### src/rtl/dma_arb_pkg.sv
package dma_arb_pkg;

    typedef enum logic {
        POL_FIXED = 1'b0,
        POL_ROUND = 1'b1
    } arb_policy_e;

    typedef enum logic {
        ST_IDLE = 1'b0,
        ST_HELD = 1'b1
    } arb_state_e;

    // Wrap an index sum back into the channel range.
    function automatic int wrap_idx(input int sum, input int num_ch);
        return (sum >= num_ch) ? sum - num_ch : sum;
    endfunction

endpackage

### src/rtl/arb_fixed_pri.sv
module arb_fixed_pri #(
    parameter int NUM_CH = 4,
    localparam int IW = (NUM_CH > 1) ? $clog2(NUM_CH) : 1
) (
    input  logic [NUM_CH-1:0] req,
    output logic              found,
    output logic [IW-1:0]     idx
);
    // Descending scan: the last hit written is the lowest index.
    always_comb begin
        found = 1'b0;
        idx   = '0;
        for (int i = NUM_CH - 1; i >= 0; i--) begin
            if (req[i]) begin
                found = 1'b1;
                idx   = IW'(i);
            end
        end
    end
endmodule

### src/rtl/arb_round_robin.sv
module arb_round_robin #(
    parameter int NUM_CH = 4,
    localparam int IW = (NUM_CH > 1) ? $clog2(NUM_CH) : 1
) (
    input  logic [NUM_CH-1:0] req,
    input  logic [IW-1:0]     last_idx,
    output logic              found,
    output logic [IW-1:0]     idx
);
    import dma_arb_pkg::*;

    // Offsets scanned from farthest to nearest, so the nearest hit after
    // last_idx is what remains.
    always_comb begin
        found = 1'b0;
        idx   = '0;
        for (int k = NUM_CH; k >= 1; k--) begin
            int cand;
            cand = wrap_idx(int'(last_idx) + k, NUM_CH);
            if (req[cand]) begin
                found = 1'b1;
                idx   = IW'(cand);
            end
        end
    end
endmodule

### src/rtl/arb_grant_ctrl.sv
module arb_grant_ctrl #(
    parameter int NUM_CH = 4,
    localparam int IW = (NUM_CH > 1) ? $clog2(NUM_CH) : 1
) (
    input  logic              clk,
    input  logic              rst,
    input  logic              rr_mode,
    input  logic              blk_done,
    input  logic              fx_found,
    input  logic [IW-1:0]     fx_idx,
    input  logic              rr_found,
    input  logic [IW-1:0]     rr_idx,
    output logic [IW-1:0]     last_idx,
    output logic [NUM_CH-1:0] grant
);
    import dma_arb_pkg::*;

    typedef struct packed {
        arb_state_e    state;
        logic [IW-1:0] owner;
        logic [IW-1:0] last;
    } ctrl_t;

    ctrl_t       cur;
    arb_policy_e pol;
    logic        pick_found;
    logic [IW-1:0] pick_idx;

    // The policy is looked at only here, and this result is consumed
    // only in the idle state.
    always_comb begin
        pol        = arb_policy_e'(rr_mode);
        pick_found = (pol == POL_ROUND) ? rr_found : fx_found;
        pick_idx   = (pol == POL_ROUND) ? rr_idx   : fx_idx;
    end

    always_ff @(posedge clk) begin
        if (rst) begin
            cur.state <= ST_IDLE;
            cur.owner <= '0;
            cur.last  <= IW'(NUM_CH - 1);
        end else begin
            unique case (cur.state)
                ST_IDLE: begin
                    if (pick_found) begin
                        cur.state <= ST_HELD;
                        cur.owner <= pick_idx;
                        cur.last  <= pick_idx;
                    end
                end
                ST_HELD: begin
                    if (blk_done) cur.state <= ST_IDLE;
                end
                default: cur.state <= ST_IDLE;
            endcase
        end
    end

    generate
        for (genvar g = 0; g < NUM_CH; g++) begin : g_grant
            assign grant[g] = (cur.state == ST_HELD) && (cur.owner == IW'(g));
        end
    endgenerate

    assign last_idx = cur.last;
endmodule

### src/rtl/dma_bus_arbiter.sv
module dma_bus_arbiter #(
    parameter int NUM_CH = 4
) (
    input  logic              clk,
    input  logic              rst,
    input  logic              rr_mode,
    input  logic [NUM_CH-1:0] req,
    input  logic              blk_done,
    output logic [NUM_CH-1:0] grant
);
    localparam int IW = (NUM_CH > 1) ? $clog2(NUM_CH) : 1;

    logic          fx_found, rr_found;
    logic [IW-1:0] fx_idx, rr_idx, last_idx;

    arb_fixed_pri #(.NUM_CH(NUM_CH)) u_fixed (
        .req   (req),
        .found (fx_found),
        .idx   (fx_idx)
    );

    arb_round_robin #(.NUM_CH(NUM_CH)) u_rr (
        .req      (req),
        .last_idx (last_idx),
        .found    (rr_found),
        .idx      (rr_idx)
    );

    arb_grant_ctrl #(.NUM_CH(NUM_CH)) u_ctrl (
        .clk      (clk),
        .rst      (rst),
        .rr_mode  (rr_mode),
        .blk_done (blk_done),
        .fx_found (fx_found),
        .fx_idx   (fx_idx),
        .rr_found (rr_found),
        .rr_idx   (rr_idx),
        .last_idx (last_idx),
        .grant    (grant)
    );
endmodule

### config.mk
export PLATFORM = sky130hd
export DESIGN_NAME = dma_bus_arbiter
export DESIGN_NICKNAME = d
export VERILOG_FILES = /design/src/rtl/dma_arb_pkg.sv /design/src/rtl/arb_fixed_pri.sv /design/src/rtl/arb_round_robin.sv /design/src/rtl/arb_grant_ctrl.sv /design/src/rtl/dma_bus_arbiter.sv
export SDC_FILE = /design/constraint.sdc
export NUM_CORES = 1
export LEC_CHECK = 0
export ABC_AREA = 0
export BUFFER_PORTS_ARGS = -buffer_cell sky130_fd_sc_hd__buf_2
export CAP_MARGIN = 20
export CORE_AREA = 2 2 39 41
export CTS_BUF_LIST = sky130_fd_sc_hd__clkbuf_4 sky130_fd_sc_hd__clkbuf_8
export CTS_CLUSTER_DIAMETER = 60
export DETAILED_ROUTE_END_ITERATION = 7
export DIE_AREA = 0 0 41 43
export GPL_TIMING_DRIVEN = 0
export SYNTH_ARGS = -nofsm -noshare
export SYNTH_HDL_FRONTEND = slang
export SYNTH_SLANG_ARGS = --single-unit
### constraint.sdc
create_clock -name clk -period 1.8 [get_ports clk]
set_clock_uncertainty 0.1 [all_clocks]
set_input_delay 0.36 -clock clk [delete_from_list [all_inputs] [get_ports clk]]
set_output_delay 0.36 -clock clk [all_outputs]
set_load 0.03 [all_outputs]
==> reports/summary.txt, run 1 <==
Status = complete, no violations
Die X-Extent = 41 um
Hold Crit Start = rst
PortBufs = 11
I/O pin cnt = 12
CP Cell Sequence = nor3b_1 > buf_2
PD cells = 831 nW/um^2
Cell family with most CP delay = flip-flops
Internal = 257 uW
Slew Limit Fails = 0
Rows = 14
Setup slack on the worst flop-to-flop path = 0.49 ns
Pre-CTS setup slack = 0.330 ns
Reg2reg end = u_ctrl.last_idx[1]
Crit path max fanout = 7
Share of layout cells above drive strength 1 = 35.7%
Post-Syn Nets = 49
Number of antenna diodes = 0
CTS tree = done
Hold endpoint = u_ctrl.cur[4]
Switching share of power = 29.2%
Worst Setup End Kind = output port
Core region area = 1380 um^2
Combinational share of power = 22.5%
Die area = 1760 um^2
Global route overflow = 0
Worst Hold Depth = 2
Root Driver = clkbuf_4
Relative slew margins = 76.5%
Kind of critical path = reg -> out
Mapped Cells = 41
Die H = 43 um
GP Congestion = 0.720
Critical Path Start Type = register
Filler Cells Inserted = 152
First-pass GRT wire length = 1.14 mm
Max clock buf depth = 2
Hold Buf Count CTS = 0
Detailed Place HPWL = 565 um
Leak pwr = 0.000210 uW
Worst-skew pair later-pin latency = 0.24 ns
Slew @ Worst Pin = 0.352 ns
Setup TNS = 0 ns
Final period utilization = 88.2%
Synth Register Bits = 5
Most frequent cells in the layout = 11 x buf_2, 6 x inv_1, 5 x nor2_1, 5 x dfxtp_1, 4 x clkbuf_4
Net switching power = 106 uW
Clock Sinks = 5
Final std cells w/o fill = 72
CP max-delay cell = dfxtp_1
Final Hold Viols = 0
Overall Global Routing Usage = 9.75%
RSZ-0062 raised after global routing = no
Number of global-route vias before repair = 313
Clock Power Share = 39.3%
Hold slack = 0.239 ns
WL final = 702 um
Setup Fix Bufs, Post-CTS = 0
Post-Syn Area = 332 um^2
Mapped Avg Cell Area = 8.09 um^2
Largest net degree at the start of global routing = 8
Initial Utilization = 24.0%
Wire per inst = 9.75 um
Layout Nets = 65
Post-layout power = 363 uW
Fmax = 630 MHz
Num CTS Buffers = 3
Setup violators final = 0
Max-capacitance violation count = 0
DR iter-0 viols = 1
Htree depth = 1
Post-route DRC = 0
CTS resizes = 0
Initial antenna violation count = 0
Remaining antenna violation count = 0
Worst vdd ir = 0.000277 V
Via count = 351
Slack of the critical path = 0.212 ns
CTS clk-pin slew, worst paths = 0.04 ns
Arrival @ worst endpoint = 1.13 ns
Placed insts = 68
RR Startpoint = u_ctrl.last_idx[1]
Sequential fraction of design power = 38.2%
Syn-to-layout area delta = 31.7%
Cells on worst reg2reg path = 3
Distinct cells, synth = 21
CP required = 1.34 ns
Commonest non-fill, non-tap cell in the layout = buf_2
Drt pass-1 iters = 4
Via density = 4.88
Hold WC Path Type = in -> reg
CP bufs+invs = 1
Fin crit period = 1.59 ns
Register area share after synthesis = 30.2%
Crit path largest cell delay = 0.46 ns
Ys Warns = 0
Yosys cell counts:
master / number / area share (%)
nand2b_2: 1 / 2.6
o2111ai_1: 1 / 2.6
dfxtp_1: 5 / 30
inv_2: 1 / 1.1
o21ai_1: 1 / 1.5
nand2_1: 3 / 3.4
nor3b_1: 1 / 2.3
a221oi_1: 1 / 2.6
nor2_1: 5 / 5.7
a41oi_4: 1 / 8.3
and4_4: 1 / 3.4
o221ai_1: 2 / 5.3
nor3_1: 1 / 1.5
o21ai_0: 3 / 4.5
o32ai_2: 1 / 4.9
a21boi_1: 1 / 2.3
and3_1: 1 / 1.9
and3b_1: 1 / 2.6
nand4_1: 1 / 1.9
inv_1: 6 / 6.8
a21oi_1: 3 / 4.5
sequential cells by signal, summed over array words and instances (netlist names):
signal / flops
u_ctrl.cur: 3
u_ctrl.last_idx: 2
worst max-delay path by stage:
stage                        from            endpoint  slack (ns)  depth (start not counted)
floorplan           u_ctrl.cur[4]            grant[0]        0.15                          1
global placement           req[2]  u_ctrl.last_idx[1]        0.34                          5
detailed placement         req[2]  u_ctrl.last_idx[1]        0.33                          5
CTS                 u_ctrl.cur[4]            grant[0]        0.20                          2
global route        u_ctrl.cur[4]            grant[0]        0.14                          2
finish              u_ctrl.cur[4]            grant[0]        0.21                          2
stage by stage:
step	util [%]	cell area, um^2
after global placement	29.4	407
after CTS	31.6	437
after detailed placement	29.4	407
after global routing	31.6	437
final	31.6	437
after floorplan	-	332
power by group through the flow:
| stage | sequential, uW | combinational [uW] | clock, uW |
|---|---|---|---|
| global route | 140 | 90.0 | 160 |
| finish | 139 | 81.5 | 142 |
| global placement | 140 | 81.0 | 0 |
| floorplan | 137 | 58.0 | 0 |
| detailed placement | 141 | 81.8 | 0 |
| CTS | 138 | 82.1 | 150 |
area by class of cell:
type | instances | area, um^2 | area share (%)
Multi-Input combinational cell | 29 | 205 | 47.0
Sequential cell | 5 | 100 | 22.9
Timing Repair Buffer | 11 | 55.1 | 12.6
Clock buffer | 4 | 30.0 | 6.88
Inverter | 7 | 26.3 | 6.02
Tap cell | 16 | 20.0 | 4.58
routing by layer:
layer  global-route usage, %  vias to the layer above  share of wire (%)
met5                       0                        -                  0
met4                    8.00                        0                  0
met3                    3.14                        0                5.6
met2                    13.8                       10                 46
met1                    11.3                      160                 48
li1                        -                      181                  -
cell families (layout without fill, tap and decap cells):
family	Yosys count	count (layout)	share of synthesized area, %
flip-flops	5	5	30.2
buffers and inverters	7	22	7.92
AO/OA/AOI/OAI	14	14	36.6
AND/OR/NAND/NOR	15	15	25.3
Power figures use the tool's default switching activity.
==> run 2: changes to the inputs <==
--- a/config.mk
+++ b/config.mk
@@ -5,14 +5,13 @@
 export SDC_FILE = /design/constraint.sdc
 export NUM_CORES = 1
 export LEC_CHECK = 0
-export ABC_AREA = 0
+export ABC_AREA = 1
 export BUFFER_PORTS_ARGS = -buffer_cell sky130_fd_sc_hd__buf_2
 export CAP_MARGIN = 20
-export CORE_AREA = 2 2 39 41
+export CORE_UTILIZATION = 30
 export CTS_BUF_LIST = sky130_fd_sc_hd__clkbuf_4 sky130_fd_sc_hd__clkbuf_8
 export CTS_CLUSTER_DIAMETER = 60
 export DETAILED_ROUTE_END_ITERATION = 7
-export DIE_AREA = 0 0 41 43
 export GPL_TIMING_DRIVEN = 0
 export SYNTH_ARGS = -nofsm -noshare
 export SYNTH_HDL_FRONTEND = slang
==> reports/summary.txt, run 2 <==
Switching share of power = 38.9%
Detailed Place HPWL = 847 um
Die area = 1740 um^2
Ys async rst share = 0%
Hold Buf Count CTS = 0
CTS resizes = 0
Top FF cell, synth = dfxtp_1
Yosys top cell area share = 24.5%
Most flops, register = u_ctrl.cur
Slew Limit Fails = 0
Hold Crit Start = rst
Kind of critical path = reg -> out
Post-synthesis compound-gate area fraction = 11.9%
Top cells by instance count after synthesis = 31 x nand2_1, 10 x inv_1, 10 x nand2_2
Core region area = 1380 um^2
Cell with the most instances after synthesis = nand2_1
Syn-to-layout area delta = 21.9%
Initial antenna violation count = 0
Slew @ Worst Pin = 0.171 ns
Global route overflow = 0
Leak pwr = 0.000334 uW
Final period utilization = 88.0%
Max reg flops = 3
M3 GR Usage = 3.48%
Die H = 41.8 um
Filler Cells Inserted = 146
RSZ-0062 raised after global routing = no
Worst-skew pair later-pin latency = 0.24 ns
Crit path max fanout = 4
Max-capacitance violation count = 0
Post-Syn Area = 474 um^2
Met2 GRT Util = 22.2%
Mapped Avg Cell Area = 5.65 um^2
Synth Area in Simple Gates = 53.3%
Hold slack = 0.239 ns
Clock Sinks = 5
Final std cells w/o fill = 114
Remaining antenna violation count = 0
Largest net degree at the start of global routing = 10
RR Startpoint = u_ctrl.last_idx[1]
Relative slew margins = 88.5%
Hold WC Path Type = in -> reg
Synth Register Bits = 5
Rows = 13
Number of global-route vias before repair = 492
Setup Fix Bufs, Post-CTS = 0
Setup violators final = 0
Placed insts = 110
First-pass GRT wire length = 1.96 mm
Largest family of logic cells by synthesized area = simple AND/OR/NAND/NOR gates
Met1 Usage GRT = 17.7%
Initial Utilization = 34.3%
WL final = 1.02 mm
Net switching power = 189 uW
CP required = 1.34 ns
Die X-Extent = 41.8 um
Max clock buf depth = 2
Post-Syn Nets = 92
PortBufs = 11
Number of antenna diodes = 0
Mux cell area share after synthesis = 0%
Commonest non-fill, non-tap cell in the layout = nand2_1
Ys Warns = 0
Slack of the critical path = 0.216 ns
GR peak layer = met2
Pre-CTS setup slack = 0.384 ns
Num CTS Buffers = 3
Overall Global Routing Usage = 14.2%
Htree depth = 1
Combinational share of power = 42.3%
Distinct cells, synth = 15
Wire per inst = 8.92 um
Layout Nets = 108
Worst vdd ir = 0.000379 V
Most frequent cells in the layout = 31 x nand2_1, 11 x buf_2, 10 x inv_1, 10 x nand2_2
PD cells = 842 nW/um^2
Synth area leader = nand2_1
Worst Setup End Kind = output port
CTS tree = done
Arrival @ worst endpoint = 1.12 ns
Critical Path Start Type = register
Status = complete, no violations
Internal = 297 uW
Clock Power Share = 29.8%
Fmax = 631 MHz
CTS clk-pin slew, worst paths = 0.05 ns
Root Driver = clkbuf_4
Via density = 4.50
Via count = 513
Share of layout cells above drive strength 1 = 33.3%
Fin crit period = 1.58 ns
Final Hold Viols = 0
Sequential fraction of design power = 27.8%
I/O pin cnt = 12
Setup TNS = 0 ns
DR iter-0 viols = 5
Number of synthesized flops with an enable pin = 0
GP Congestion = 0.780
Synth top area cells = nand2_1 25%, dfxtp_1 21%, nand2_2 13%
Worst Setup SP = u_ctrl.cur[3]
Drt pass-1 iters = 3
Adder-Cell Fraction of Synth Area = 0%
Post-route DRC = 0
Register area share after synthesis = 21.1%
Synth Area in XOR/XNOR = 0%
Mapped Cells = 84
==> run 2: cell count changes in the layout (fill, tap and decap cells not counted), moves of 3 or more <==
cell and delta:
inv_1 +4, nor3_1 +3, nand3_1 +5, nand2_2 +10, nand2_1 +28
==> run 2: final timing paths <==
path	endpoint	slack, ns	cells after the start
worst max-delay path	grant[3]	0.22	3
worst min-delay path	u_ctrl.cur[3]	0.24	2
worst max register to register	u_ctrl.cur[3]	0.42	12
worst min register to register	u_ctrl.cur[2]	0.42	2
==> run 2: logic make-up (layout without fill, tap and decap cells) <==
| family | after synthesis | count (layout) |
|---|---|---|
| and+or+nand+nor | 56 | 56 |
| DFF | 5 | 5 |
| AOI/OAI and AO/OA | 9 | 9 |
| buffers and inverters | 14 | 29 |
==> run 2: worst max-delay path, stage by stage (launching register included) <==
cell,delay (ns)
dfxtp_1,0.37
inv_1,0.07
nor3_1,0.20
buf_2,0.24
==> run 2: per-stage QoR <==
step,power [uW],util [%],cell area (um^2)
finish,486,41.8,578
CTS,494,41.8,578
global placement,341,39.6,548
global route,531,41.8,578
floorplan,300,-,474
detailed placement,343,39.6,548
==> run 2: metal layers <==
layer  share of wire, %  vias up
met3                3.4        0
met1                 49      218
met5                  0        -
li1                   -      288
met2                 48        7
met4                  0        0
==> run 2: cell type report <==
cell class	instances	area [um^2]	share of cell area [%]
buffer	1	11.3	1.95
clock buffer	4	30.0	5.19
inverter	13	53.8	9.31
multi-input combinational	65	309	53.5
sequential	5	100	17.3
tap	15	18.8	3.25
timing repair buffer	11	55.1	9.52
==> run 2: power groups by stage <==
stage | Clock (uW) | Combinational, uW | Sequential [uW]
final | 145 | 206 | 135
after global routing | 157 | 237 | 137
after global placement | 0 | 204 | 137
after detailed placement | 0 | 206 | 137
after floorplan | 0 | 166 | 134
after CTS | 153 | 207 | 135
